==> src/rtl/ctr_csr_bank.sv <==
module ctr_csr_bank #(
  parameter int XLEN = 32
) (
  input  logic            clk,
  input  logic            rst_n,
  input  logic            retire_i,
  input  logic [63:0]     time_i,
  input  logic [11:0]     csr_addr_i,
  input  logic            csr_we_i,
  input  logic [XLEN-1:0] csr_wdata_i,
  output logic [XLEN-1:0] csr_rdata_o,
  output logic            csr_miss_o,
  output logic            csr_illegal_o
);
  localparam bit          SPLIT   = (XLEN == 32);
  localparam logic [63:0] LO_MASK = SPLIT ? 64'h0000_0000_FFFF_FFFF : '1;

  localparam logic [11:0] M_CYC  = 12'hB00, M_RET  = 12'hB02;
  localparam logic [11:0] M_CYCH = 12'hB80, M_RETH = 12'hB82;
  localparam logic [11:0] U_CYC  = 12'hC00, U_TIM  = 12'hC01, U_RET  = 12'hC02;
  localparam logic [11:0] U_CYCH = 12'hC80, U_TIMH = 12'hC81, U_RETH = 12'hC82;

  logic [63:0] cycle_q, instret_q, cycle_d, instret_d, wd64, sel;
  logic        hit;

  assign wd64 = 64'(csr_wdata_i);

  wire wr_cyc_lo = csr_we_i && csr_addr_i == M_CYC;
  wire wr_cyc_hi = SPLIT && csr_we_i && csr_addr_i == M_CYCH;
  wire wr_ret_lo = csr_we_i && csr_addr_i == M_RET;
  wire wr_ret_hi = SPLIT && csr_we_i && csr_addr_i == M_RETH;

  always_comb begin
    sel = '0;
    hit = 1'b1;
    case (csr_addr_i)
      M_CYC,  U_CYC:  sel = cycle_q;
      M_RET,  U_RET:  sel = instret_q;
      U_TIM:          sel = time_i;
      M_CYCH, U_CYCH: begin sel = cycle_q   >> 32; hit = SPLIT; end
      M_RETH, U_RETH: begin sel = instret_q >> 32; hit = SPLIT; end
      U_TIMH:         begin sel = time_i    >> 32; hit = SPLIT; end
      default:        hit = 1'b0;
    endcase
    if (!hit) sel = '0;
  end

  assign csr_rdata_o   = sel[XLEN-1:0];
  assign csr_miss_o    = !hit;
  assign csr_illegal_o = csr_we_i && hit && csr_addr_i[11:8] == 4'hC;

  always_comb begin
    if (wr_cyc_lo)      cycle_d = (cycle_q & ~LO_MASK) | wd64;
    else if (wr_cyc_hi) cycle_d = {wd64[31:0], cycle_q[31:0]};
    else                cycle_d = cycle_q + 64'd1;

    if (wr_ret_lo)      instret_d = (instret_q & ~LO_MASK) | wd64;
    else if (wr_ret_hi) instret_d = {wd64[31:0], instret_q[31:0]};
    else                instret_d = instret_q + 64'(retire_i);
  end

  always_ff @(posedge clk or negedge rst_n) begin
    if (!rst_n) begin
      cycle_q   <= '0;
      instret_q <= '0;
    end else begin
      cycle_q   <= cycle_d;
      instret_q <= instret_d;
    end
  end
endmodule

==> config.mk <==
export PLATFORM = sky130hd
export DESIGN_NAME = ctr_csr_bank
export DESIGN_NICKNAME = d
export VERILOG_FILES = /design/src/rtl/ctr_csr_bank.sv
export SDC_FILE = /design/constraint.sdc
export NUM_CORES = 1
export LEC_CHECK = 0
export ABC_AREA = 1
export BUFFER_PORTS_ARGS = -buffer_cell sky130_fd_sc_hd__buf_4
export CORE_UTILIZATION = 40
export CTS_BUF_LIST = sky130_fd_sc_hd__clkbuf_4
export DETAILED_ROUTE_END_ITERATION = 12
export GPL_ROUTABILITY_DRIVEN = 0
export REMOVE_ABC_BUFFERS = 1
export SKIP_CTS_REPAIR_TIMING = 1
export SYNTH_ARGS = -nofsm -noshare
export SYNTH_HDL_FRONTEND = slang
export SYNTH_SLANG_ARGS = --single-unit
export TNS_END_PERCENT = 20
==> constraint.sdc <==
create_clock -name clk -period 2.73 [get_ports clk]
set_input_delay 0.1365 -clock clk [delete_from_list [all_inputs] [get_ports clk]]
set_output_delay 0.1365 -clock clk [all_outputs]
set_load 0.02 [all_outputs]
Word-level counts from Yosys, hierarchy flattened
Index checks and enable logic that the tools add are counted.
- bits in registers: 128
- output and inout port bits: 34
- logic and storage cells: 40
- add/sub/neg operators: 2
- eq/ne operators: 13
- muxes and demuxes: 7
- bitwise gates (word level): 2
- reductions and logical operators: 12
- operators by type and width (cell ; number):
    $mux 64 ; 4
    $pmux 32 s6 ; 1
    $or 64x32->64 ; 2
    $eq 12x12->1 const B ; 10
    $add 64x1->64 ; 1
    $add 64x1->64 const B ; 1
    $mux 32 ; 1
    $reduce_or 10->1 ; 1
    $reduce_or 2->1 ; 4
    $logic_and 1x1->1 ; 6
    $eq 4x4->1 const B ; 1
    $ne 2x2->1 const B ; 2
    $logic_not 1->1 ; 1
    $mux 1 ; 1

Logic depth before layout (Yosys ltp)
- depth after elaboration: 5
- gate-level depth with buffers: 12
- mapped depth without buffers: 12

Least setup slack after synthesis
No wires, ideal clock.
- kind: flip-flop to flip-flop
- start: reg instret_q[0]
- end: reg instret_q[42]
- arrival: 1.638 ns
- required time: 2.613 ns
- slack: 0.975 ns
- cell stages (with the launch flop): 12
- buffers on the path: 0
- cells stage by stage: dfrtp_1 ha_1 ha_1 nand3_1 nor2_2 nand2_2 nor2_2 nand2_1 nor2_1 nand2_1 nand3_1 nand2_1
- longest elaborated chain between the ends: 3
- RTL lines (element ; line ; RTL):
    from (decl) ; 23 ; logic [63:0] cycle_q, instret_q, cycle_d, instret_d, wd64, sel;
    from (signal assigned) ; 68 ; instret_q <= instret_d;
    $add 64x1->64 ; 59 ; else instret_d = instret_q + 64'(retire_i);
    $mux 64 ; 58 ; else if (wr_ret_hi) instret_d = {wd64[31:0], instret_q[31:0]};
    $mux 64 ; 57 ; if (wr_ret_lo) instret_d = (instret_q & ~LO_MASK) | wd64;
No other way between the ends. The select of a mux whose other input is x is not followed.
A chain may end at the register's enable or synchronous reset.

Final worst setup path
- start: in csr_addr_i[10]
- end: out csr_rdata_o[18]
- longest elaborated chain between the ends: 4
- elaborated cells on any way between the ends: 18
- those cells by class: eq/ne (10); mux (3); reduce/logical (5)
- RTL lines (element ; line ; RTL):
    from (decl) ; 8 ; input logic [11:0] csr_addr_i,
    $eq 12x12->1 ; 36 ; case (csr_addr_i)
    $reduce_or 2->1, or another cell as far along ; - ;
    $pmux 32 s6 / $mux 1 (equally long branches) ; 36 ;
    $mux 32 * ; 45 ; if (!hit) sel = '0;
    to (decl) ; 11 ; output logic [XLEN-1:0] csr_rdata_o,
Every way passes the cells marked *; elsewhere a longest branch is shown, timed or not.

==> results.md <==
- RR Endpoint: instret_q[42]
- Cell taking the most area after synthesis: dfrtp_1
- Worst setup EP type: primary output
- Finish-stage setup viols: 0
- PnR worst setup slack: between 0.3 and 0.4 ns
- Ratio of cells with drive above 1 in the final layout: a little under an eighth
- Final Non-Filler Cells: between 2000 and 3000
- DIE AREA: just under 30000 sq um
- Largest net degree at the start of global routing: 61
- CP arrival: about 2.2 ns
- Port Buf Inserts: around 150
- Register area share after synthesis: around 28%
- Lkg Pwr: 0.00665 uW
- Per-cell routed wire length: just over 20 um
- Max-cap viol count: 0
- Critical Path, Cell by Cell: buf_4 -> inv_1 -> nand4_2 -> nand2_2 -> nand2_2 -> inv_2 -> nand2_1 -> nand3_1 -> nor2_1 -> nor2_1 -> buf_4
- Crit path buf inv count: 4
- Initial antenna violation count: 2
- Switching pwr: 1540 uW
- Crit-path max FO: 24
- Fin. max-slew vios: 0
- Worst hold path type: in -> reg
- Crit start category: input port
- DR pass1 iterations: 9
- Clock Sink Count: roughly 130
- R2r setup slk: 0.49 ns
- Peak VDD IR: around 0.28 mV
- Combinational share of power: 17.9%
- Starting Density: 41.2%
- Vias/cell: roughly 5.6
- Outcome: complete, no violations
- Post-Syn Area: between 10000 and 15000 sq um
- Crit Reg-Reg Startpoint: instret_q[0]
- Worst slew pin tran: between 0.9 and 1 ns
- Flops & latches, synth: 128
- First-pass GRT wire length: slightly below 80000 um
- Max stage delay on crit path: 0.45 ns
- Part of the power in registers: 49.3%
- Hold path start: csr_wdata_i[23]
- CTS Buffer Depth: 2
- Core footprint: approximately 28000 sq um
- Inserted Clock Buffers: 17
- Top-count cell post-synth: nand2_1
- Clock Tree Root: clkbuf_4
- Row cnt: just over 60
- Critical path's top delay family: simple AND/OR/NAND/NOR gates
- CTS tree: yes
- Placed cells: approximately 2500
- Final Cell Area: 13600 sq um
- Unrepaired setup endpoints after global routing: no
- Area share of the largest cell type after synthesis: 27.7%
- Syn Area/Cell: 5.81 sq um
- Post-synth top flop: dfrtp_1
- Unique masters post-synth: 36
- Setup Skew: about 0.026 ns
- Die Ht: 172 um
- Final period util: between 80% and 90%
- Setup slack at placement: ~0.43 ns
- Hold endpoint: cycle_q[23]
- WS Path Type: in -> out
- Net Sw Frac: 33.3%
- GRT Resource Usage Total: between 30 and 40%
- Vias in the first global route: approximately 13000
- Gate Count Post-Synth: 1991
- Drt first-iter violations: 1880
- DP Area: about 13000 sq um
- Final HPWL DP: between 40000 and 50000 um
- Ys Warns: 0
- Worst-case reg-to-reg path depth: 11
- Slowest-stage cell, CP: inv_2
- Most frequent cells after synthesis: nand2_1, nor2_1, inv_1
- F_max: between 0.4 and 0.5 GHz
- Skew-Pair Late Insertion Delay: just under 0.6 ns
- Fin nets: 2263
- Cell Pwr Density: 339 nW/um^2
- Area growth syn-to-layout: 17.7%
- DIE WIDTH: between 150 and 200 um
- Slew Limit Headroom: 34.5%
- Async SR Flop Fraction: 100%
- Int Pwr: between 3000 and 4000 uW
- Top cells by area, synth: dfrtp_1, nand2_1, nor2_1
- Total number of vias: ~14000
- # IOs: 146
- Detailed Route WL: between 50000 and 60000 um
- Fin Setup TNS: 0 ns
- Worst Hold Depth: 5
- Final Hold Fails: 0
- Residual DRC count: 0
- Worst hold slack: roughly 0.019 ns
- WP data required: approximately 2.6 ns
- Clk pwr share: roughly a third
- Post-DRT Antenna Nets: 0
- Crit path time final: about 2.3 ns
- Overflow after GRT: 0
- Number of synthesized flops with an enable pin: 0
- Depth of the CTS H-tree: 4
- Clock transition at path regs: approximately 0.14 ns
## worst max-delay path by stage
stage                         from         endpoint  slack (ns)  depth (start not counted)
floorplan            csr_addr_i[6]  csr_rdata_o[27]        0.56                         11
global placement    csr_addr_i[10]  csr_rdata_o[18]        0.39                         11
detailed placement  csr_addr_i[10]  csr_rdata_o[18]        0.43                         11
CTS                 csr_addr_i[10]  csr_rdata_o[18]        0.43                         11
global route         csr_addr_i[9]  csr_rdata_o[18]        0.21                         11
finish              csr_addr_i[10]  csr_rdata_o[18]        0.39                         11
## power by group through the flow
stage / Sequential (uW) / Combinational, uW / Clock, uW
after floorplan: 2200 / 445 / 0
after global placement: 2300 / 768 / 0
after detailed placement: 2300 / 783 / 0
after CTS: 2260 / 785 / 1540
after global routing: 2280 / 907 / 1610
final: 2280 / 828 / 1510
## cells by family (layout without fill, tap and decap cells)
kind of cell	Yosys count	after routing	share of synthesized area, %
flip-flops	128	128	27.7
buffers and inverters	318	488	10.9
AND/OR/NAND/NOR	1279	1279	46.4
XOR/XNOR	52	52	3.94
AO/OA/AOI/OAI	211	211	10.7
other	0	1	0
adder cells (fa/ha/maj)	3	3	0.324
## worst register-to-register path: stages (launching register included)
cell and delay [ns]:
dfrtp_1 0.39, ha_1 0.23, ha_1 0.25, nand3_1 0.18, nor2_2 0.30, nand2_2 0.16, nor2_2 0.16, nand2_1 0.14
nor2_1 0.12, nand2_1 0.07, nand3_1 0.08, nand2_1 0.06
## sequential cells by signal (all words and copies together) (netlist names)
register and flops:
cycle_q 64, instret_q 64
## per-layer routing
metal,wire length [um],GRT usage [%],vias up
met5,19,0,-
met1,20700,46.1,6653
li1,-,-,6643
met2,24500,58.7,743
met4,2210,15.0,2
met3,4700,6.18,127
## metrics by stage
stage,total power (uW),util [%]
2_1_floorplan,2650,-
3_3_place_gp,3060,46.4
3_5_place_dp,3080,46.4
4_1_cts,4580,47.5
5_1_grt,4800,48.5
6_report,4620,48.5
## cell usage in the layout, fill, tap and decap left out, types with 4 or more instances in the layout
cell type	n
o211ai_1	34
inv_1	253
dlygate4sd3_1	28
xnor2_1	9
o21ai_1	18
nor2_1	266
clkbuf_4	18
nand4_1	42
o21ai_0	60
nor3_1	13
buf_4	160
nor2_2	21
o21bai_1	5
bufinv_16	4
nand2_2	6
xor2_1	43
and2_1	5
o22ai_1	47
inv_2	11
o221ai_1	4
nand2_1	715
nand3_1	196
a21oi_1	39
nand3_2	5
dfrtp_1	128
clkinv_1	5
## area by class of cell
cell class	count	area, sq um
Antenna cell	1	2.50
Sequential cell	128	3200
Timing Repair Buffer	191	1530
Fill cell	3096	14500
Tap cell	378	473
Clock inverter	14	171
Clock buffer	18	135
Multi-Input combinational cell	1545	7110
Inverter	265	996
No activity file was read; power rests on OpenSTA's default activity.
